==> config.mk <==
export PLATFORM = sky130hd
export DESIGN_NAME = spi_sck_prescaler
export DESIGN_NICKNAME = d
export VERILOG_FILES = /design/src/rtl/spi_presc_pkg.sv /design/src/rtl/presc_decode.sv /design/src/rtl/presc_div_hold.sv /design/src/rtl/presc_phase_gen.sv /design/src/rtl/spi_sck_prescaler.sv
export SDC_FILE = /design/constraint.sdc
export NUM_CORES = 1
export LEC_CHECK = 0
export BUFFER_PORTS_ARGS = -buffer_cell sky130_fd_sc_hd__buf_4
export CORE_MARGIN = 5
export CORE_UTILIZATION = 45
export CTS_CLUSTER_SIZE = 24
export DETAILED_ROUTE_END_ITERATION = 16
export PLACE_DENSITY = 0.76
export SLEW_MARGIN = 10
export SYNTH_ARGS = -nofsm -noshare
export SYNTH_HDL_FRONTEND = slang
export SYNTH_SLANG_ARGS = --single-unit
export TNS_END_PERCENT = 30
==> constraint.sdc <==
create_clock -name clk -period 6.85 [get_ports clk]
set_input_delay 0.3425 -clock clk [delete_from_list [all_inputs] [get_ports clk]]
set_output_delay 0.3425 -clock clk [all_outputs]
set_load 0.05 [all_outputs]
==> src/rtl/spi_presc_pkg.sv <==
package spi_presc_pkg;
  localparam int FIELD_W  = 8;
  localparam int MANT_W   = 4;
  localparam int EXP_W    = 3;
  localparam int DIV_W    = MANT_W + (1 << EXP_W) - 1;
  localparam int EXT_MIN  = 2;
  localparam int CMP_MIN  = 4;
  localparam int EXT_MAX  = ((1 << MANT_W) - 1) << ((1 << EXP_W) - 1);
  localparam int CMP_MAX  = 30;

  // wide form: mantissa in the low nibble, exponent split around bit 5
  function automatic logic [DIV_W-1:0] wide_divisor(input logic [FIELD_W-1:0] f);
    logic [MANT_W-1:0] mant;
    logic [EXP_W-1:0]  expo;
    logic [DIV_W-1:0]  d;
    mant = f[3:0];
    expo = {f[7:6], f[4]};
    d = DIV_W'(mant) << expo;
    if (d < DIV_W'(EXT_MIN)) d = DIV_W'(EXT_MIN);
    return d;
  endfunction

  // compact form: 0x10 + d/2 in five bits
  function automatic logic [DIV_W-1:0] compact_divisor(input logic [FIELD_W-1:0] f);
    logic [4:0] v;
    v = f[4:0];
    if (v < 5'h12) return DIV_W'(CMP_MIN);
    return DIV_W'({v[3:0], 1'b0});
  endfunction
endpackage

==> src/rtl/presc_decode.sv <==
module presc_decode
  import spi_presc_pkg::*;
#(
  parameter bit EXT_MODE = 1'b1
) (
  input  logic [FIELD_W-1:0] field_i,
  output logic [DIV_W-1:0]   div_o
);
  generate
    if (EXT_MODE) begin : g_wide
      always_comb div_o = wide_divisor(field_i);
    end else begin : g_compact
      always_comb div_o = compact_divisor(field_i);
    end
  endgenerate
endmodule

==> src/rtl/presc_div_hold.sv <==
module presc_div_hold
  import spi_presc_pkg::*;
#(
  parameter int RESET_DIV = EXT_MIN
) (
  input  logic             clk,
  input  logic             rst_n,
  input  logic             run_i,
  input  logic [DIV_W-1:0] div_in,
  output logic [DIV_W-1:0] div_o
);
  logic load_en;
  assign load_en = !run_i;

  always_ff @(posedge clk or negedge rst_n) begin
    if (!rst_n)       div_o <= DIV_W'(RESET_DIV);
    else if (load_en) div_o <= div_in;
  end

  AST_DIV_FROZEN_IN_RUN: assert property (@(posedge clk) disable iff (!rst_n)
    $past(run_i) |-> $stable(div_o));
  AST_DIV_FOLLOWS_IDLE: assert property (@(posedge clk) disable iff (!rst_n)
    !run_i |=> (div_o == $past(div_in)));
endmodule

==> src/rtl/presc_phase_gen.sv <==
module presc_phase_gen
  import spi_presc_pkg::*;
(
  input  logic             clk,
  input  logic             rst_n,
  input  logic             run_i,
  input  logic [DIV_W-1:0] div_i,
  output logic             tick_o,
  output logic             high_end_o
);
  logic [DIV_W-1:0] cnt_q;
  logic             low_half_q;
  logic [DIV_W-1:0] half_len;
  logic             half_done;

  // high half gets floor(d/2), low half gets the remainder
  always_comb begin
    half_len  = low_half_q ? (div_i - (div_i >> 1)) : (div_i >> 1);
    half_done = run_i && (cnt_q == half_len - DIV_W'(1));
  end

  always_ff @(posedge clk or negedge rst_n) begin
    if (!rst_n) begin
      cnt_q      <= '0;
      low_half_q <= 1'b0;
    end else if (!run_i) begin
      cnt_q      <= '0;
      low_half_q <= 1'b0;
    end else if (half_done) begin
      cnt_q      <= '0;
      low_half_q <= !low_half_q;
    end else begin
      cnt_q <= cnt_q + DIV_W'(1);
    end
  end

  assign tick_o     = half_done;
  assign high_end_o = half_done && !low_half_q;

  AST_NO_TICK_IDLE: assert property (@(posedge clk) disable iff (!rst_n)
    !run_i |-> !tick_o && !high_end_o);
  AST_CNT_IN_HALF: assert property (@(posedge clk) disable iff (!rst_n)
    run_i |-> (cnt_q < half_len));
  AST_HALVES_ALTERNATE: assert property (@(posedge clk) disable iff (!rst_n)
    (run_i && high_end_o) |=> !high_end_o);
  AST_RUN_STARTS_HIGH: assert property (@(posedge clk) disable iff (!rst_n)
    $rose(run_i) |-> (cnt_q == '0) && !low_half_q);
endmodule

==> src/rtl/spi_sck_prescaler.sv <==
module spi_sck_prescaler
  import spi_presc_pkg::*;
#(
  parameter bit EXT_MODE = 1'b1
) (
  input  logic               clk,
  input  logic               rst_n,
  input  logic               run_i,
  input  logic [FIELD_W-1:0] presc_field_i,
  output logic               sck_tick_o,
  output logic               tick_high_end_o,
  output logic [DIV_W-1:0]   divisor_o
);
  localparam int MIN_DIV = EXT_MODE ? EXT_MIN : CMP_MIN;
  localparam int MAX_DIV = EXT_MODE ? EXT_MAX : CMP_MAX;

  logic [DIV_W-1:0] decoded_div;
  logic [DIV_W-1:0] active_div;

  presc_decode #(.EXT_MODE(EXT_MODE)) u_decode (
    .field_i (presc_field_i),
    .div_o   (decoded_div)
  );

  presc_div_hold #(.RESET_DIV(MIN_DIV)) u_hold (
    .clk    (clk),
    .rst_n  (rst_n),
    .run_i  (run_i),
    .div_in (decoded_div),
    .div_o  (active_div)
  );

  presc_phase_gen u_phase (
    .clk        (clk),
    .rst_n      (rst_n),
    .run_i      (run_i),
    .div_i      (active_div),
    .tick_o     (sck_tick_o),
    .high_end_o (tick_high_end_o)
  );

  assign divisor_o = active_div;

  AST_DIV_IN_RANGE: assert property (@(posedge clk) disable iff (!rst_n)
    (divisor_o >= DIV_W'(MIN_DIV)) && (divisor_o <= DIV_W'(MAX_DIV)));

  generate
    if (!EXT_MODE) begin : g_even_chk
      AST_COMPACT_EVEN: assert property (@(posedge clk) disable iff (!rst_n)
        divisor_o[0] == 1'b0);
    end
  endgenerate
endmodule

==> key figures <==
Layout
  – Area grow syn2layout: 9.135%
  – Antenna cell count: 0
  – Layout cell share with drive strength beyond 1: 22.86%
  – Design Area, Final: 2571 µm²
  – Finished Core Util: 50.34%
  – Final nets: 305

STA
  – Final hold vios: 0
  – Final worst path period share: 71.70%
  – Post-Route Skew: 0.004508 ns
  – Final min period: 4.911 ns
  – Slew headroom: 31.84%
  – Max frequency: 203.6 MHz
  – Final Max Tran Viols: 0
  – Worst Tran Pin Value: 1.022 ns
  – Worst setup margin: 1.939 ns
  – RSZ-0062 raised after global routing: false
  – Min Hold Slack: 0.3644 ns
  – Setup violations, final: 0
  – Sum Neg Setup Slack: 0 ns

Yosys
  – Post-synthesis sequential area ratio: 24.48%
  – Avg Cell Area, Syn: 8.924 µm²
  – Synth Register Bits: 23
  – Synth cell types: 64
  – Most area-hungry cell type in the Yosys netlist: dfrtp_1
  – Synthesized instance count: 264
  – Main area contributors after synthesis: dfrtp_1 23%, ha_1 6.4%, xnor2_1 5.6%
  – Yosys top cell area share: 23.37%
  – Top FF cell, synth: dfrtp_1
  – Synth warnings: 0
  – Synth Cell Area: 2356 µm²
  – Most frequent cell after synthesis: nand2_1
  – Async SR Flop Fraction: 100.0%
  – Synthesized Nets: 288
  – Post-synth EDFFs: 0
  – Synth cell count leaders: 31 x nand2_1, 22 x dfrtp_1, 15 x xnor2_1, 14 x inv_1

Setup path
  – Slowest Stage Delay on Critical Path: 0.95 ns
  – WP data required: 6.51 ns
  – Worst Setup End Kind: primary output
  – CP max stage cell: a2111oi_4
  – Startpoint Class: flop
  – CP Cell Sequence: inv_1 -> fa_1 -> nand2b_1 -> a211oi_2 -> o21ai_2 -> a31oi_4 -> and4_4 -> nand3_2 -> or3_4 -> a2111oi_4 -> and2_1 -> buf_4
  – CP arrival: 4.57 ns
  – CP max FO: 13
  – Critical path type: reg -> out

Clocking
  – Post-CTS Setup Inserts: 0
  – Clk pin slew, worst setup/hold paths: 0.08 ns
  – CTS tree: yes
  – CTS Buffer Depth: 2
  – CTS H-tree depth: 1
  – Total CTS buffers: 3
  – Clock net sink count: 23
  – Clock Latency Late Sink: 0.27 ns
  – Root buffer cell: clkbuf_8

Floorplan
  – Initial Utilization: 46.13%
  – Core box area: 5107 µm²
  – I/O pins: 24
  – Die Ht: 82.36 µm
  – DIE WIDTH: 82.36 µm
  – FP Rows: 26
  – Die Footprint: 6782 µm²

Placed design
  – Placed instance area: 2516 µm²
  – # port buffers: 22
  – DP HPWL: 3992 µm
  – Placement Setup Slack: 2.214 ns
  – RD Place Congestion: 0.8801

Min path
  – Hold Path Class: in -> reg

Pwr
  – Maximum VDD drop: 0.00007940 V
  – Pleak: 1.057 nW
  – PwrDens: 174.1 nW/µm²

GRT
  – Number of global-route vias before repair: 2,032
  – Initial antenna violation count: 0
  – Grt ovf: 0
  – Global-route wire length before repair: 9197 µm
  – All-Layer GR Usage: 17.23%
  – Largest net degree at the start of global routing: 33

Routing
  – Routed WL per cell: 14.78 µm
  – Vias: 1,992
  – Post-DRT Antenna Nets: 0
  – Routed WL: 5172 µm
  – Remaining DRCs: 0
  – Post-DR vias/cell: 5.691
  – Iteration-0 DRC Markers: 94
  – First-pass detailed-route iteration total: 4

Flow run
  – Max_cap viols: 0

Run status
  – Status: complete, no violations
==> repair_timing <==
item / CTS / global route
endpoints found under the setup margin: 0 / 0
hold buffers: 1 / 0
endpoints found under the hold margin: 22 / 0
gates resized for setup: 0 / 0
==> cells by family (layout without fill, tap and decap cells) <==
kind of cell / Yosys count / count (layout) / synth area share [%]
and+or+nand+nor: 109 / 109 / 27.14
AOI/OAI and AO/OA: 53 / 53 / 19.12
xor gates and xnor gates: 28 / 28 / 10.41
buffers and inverters: 26 / 42 / 6.320
DFF: 23 / 23 / 24.48
adders and majority gates: 13 / 13 / 7.222
muxes: 12 / 12 / 5.311
==> layer usage <==
metal / vias to the layer above / wire [µm] / track usage [%]
met3: 9 / 149 / 1.518
met2: 35 / 2457 / 28.93
met5: - / 0 / 0
met1: 952 / 2422 / 22.42
met4: 0 / 142 / 7.641
li1: 996 / - / -
==> layout by cell type (no fill, tap or decap), drive strengths merged, types with 2 or more instances in the layout <==
master / instances
mux2i: 8
nand2b: 4
o221a: 2
nor3b: 2
o311ai: 2
nand4: 7
a21o: 3
xnor2: 15
ha: 12
nor3: 13
buf: 22
o311a: 2
a211oi: 3
or2b: 2
mux2: 4
o22ai: 4
or3: 3
nand3: 12
a221oi: 3
a2111oi: 3
inv: 14
xor2: 13
nor2b: 6
o31ai: 5
and3: 5
and2: 4
or4: 2
o21ai: 12
nor2: 14
dfrtp: 22
clkbuf: 4
nand2: 31
a21oi: 8
==> report_power, final <==
group / internal (mW) / switching, mW / total, mW
logic: 0.0813 / 0.125 / 0.207
clock network: 0.0416 / 0.0448 / 0.0864
registers: 0.143 / 0.0115 / 0.155
total: 0.266 / 0.182 / 0.448
==> registers in the layout, summed over array words and instances (netlist names) <==
register / flops
u_hold.div_o: 11
u_phase.cnt_q: 11
u_phase.low_half_q: 1
==> critical path, delay by kind of cell, from the launching register on <==
family / cells / cell delay, ns
and+or+nand+nor: 5 / 1.24
AOI/OAI and AO/OA: 4 / 1.69
DFF: 1 / 0.59
buffers and inverters: 2 / 0.29
adders and majority gates: 1 / 0.47
==> metrics by stage <==
stage	power [mW]	instances
floorplan	0.3167	264
finish	0.4477	350
global placement	0.3566	345
global route	0.4799	350
detailed placement	0.3624	345
CTS	0.4524	350
==> worst paths after layout <==
path	from	end	slack [ns]	cells after the start
worst max-delay path	u_hold.div_o[1]	sck_tick_o	1.94	12
worst min-delay path	presc_field_i[7]	u_hold.div_o[3]	0.36	2
worst max register to register	u_hold.div_o[1]	u_phase.cnt_q[1]	2.80	11
worst min register to register	u_phase.cnt_q[0]	u_phase.cnt_q[0]	0.55	1
max in group asynchronous	rst_n	u_hold.div_o[1]	6.03	2
min in group asynchronous	rst_n	u_phase.cnt_q[9]	0.51	2
==> final cells by class <==
class / count / area (µm²)
multi-input combinational: 215 / 1630
fill: 502 / 2536
tap: 70 / 87.58
timing repair buffer: 23 / 175.2
clock buffer: 4 / 45.04
inverter: 15 / 56.30
sequential: 23 / 576.8
Power figures use the tool's default switching activity.
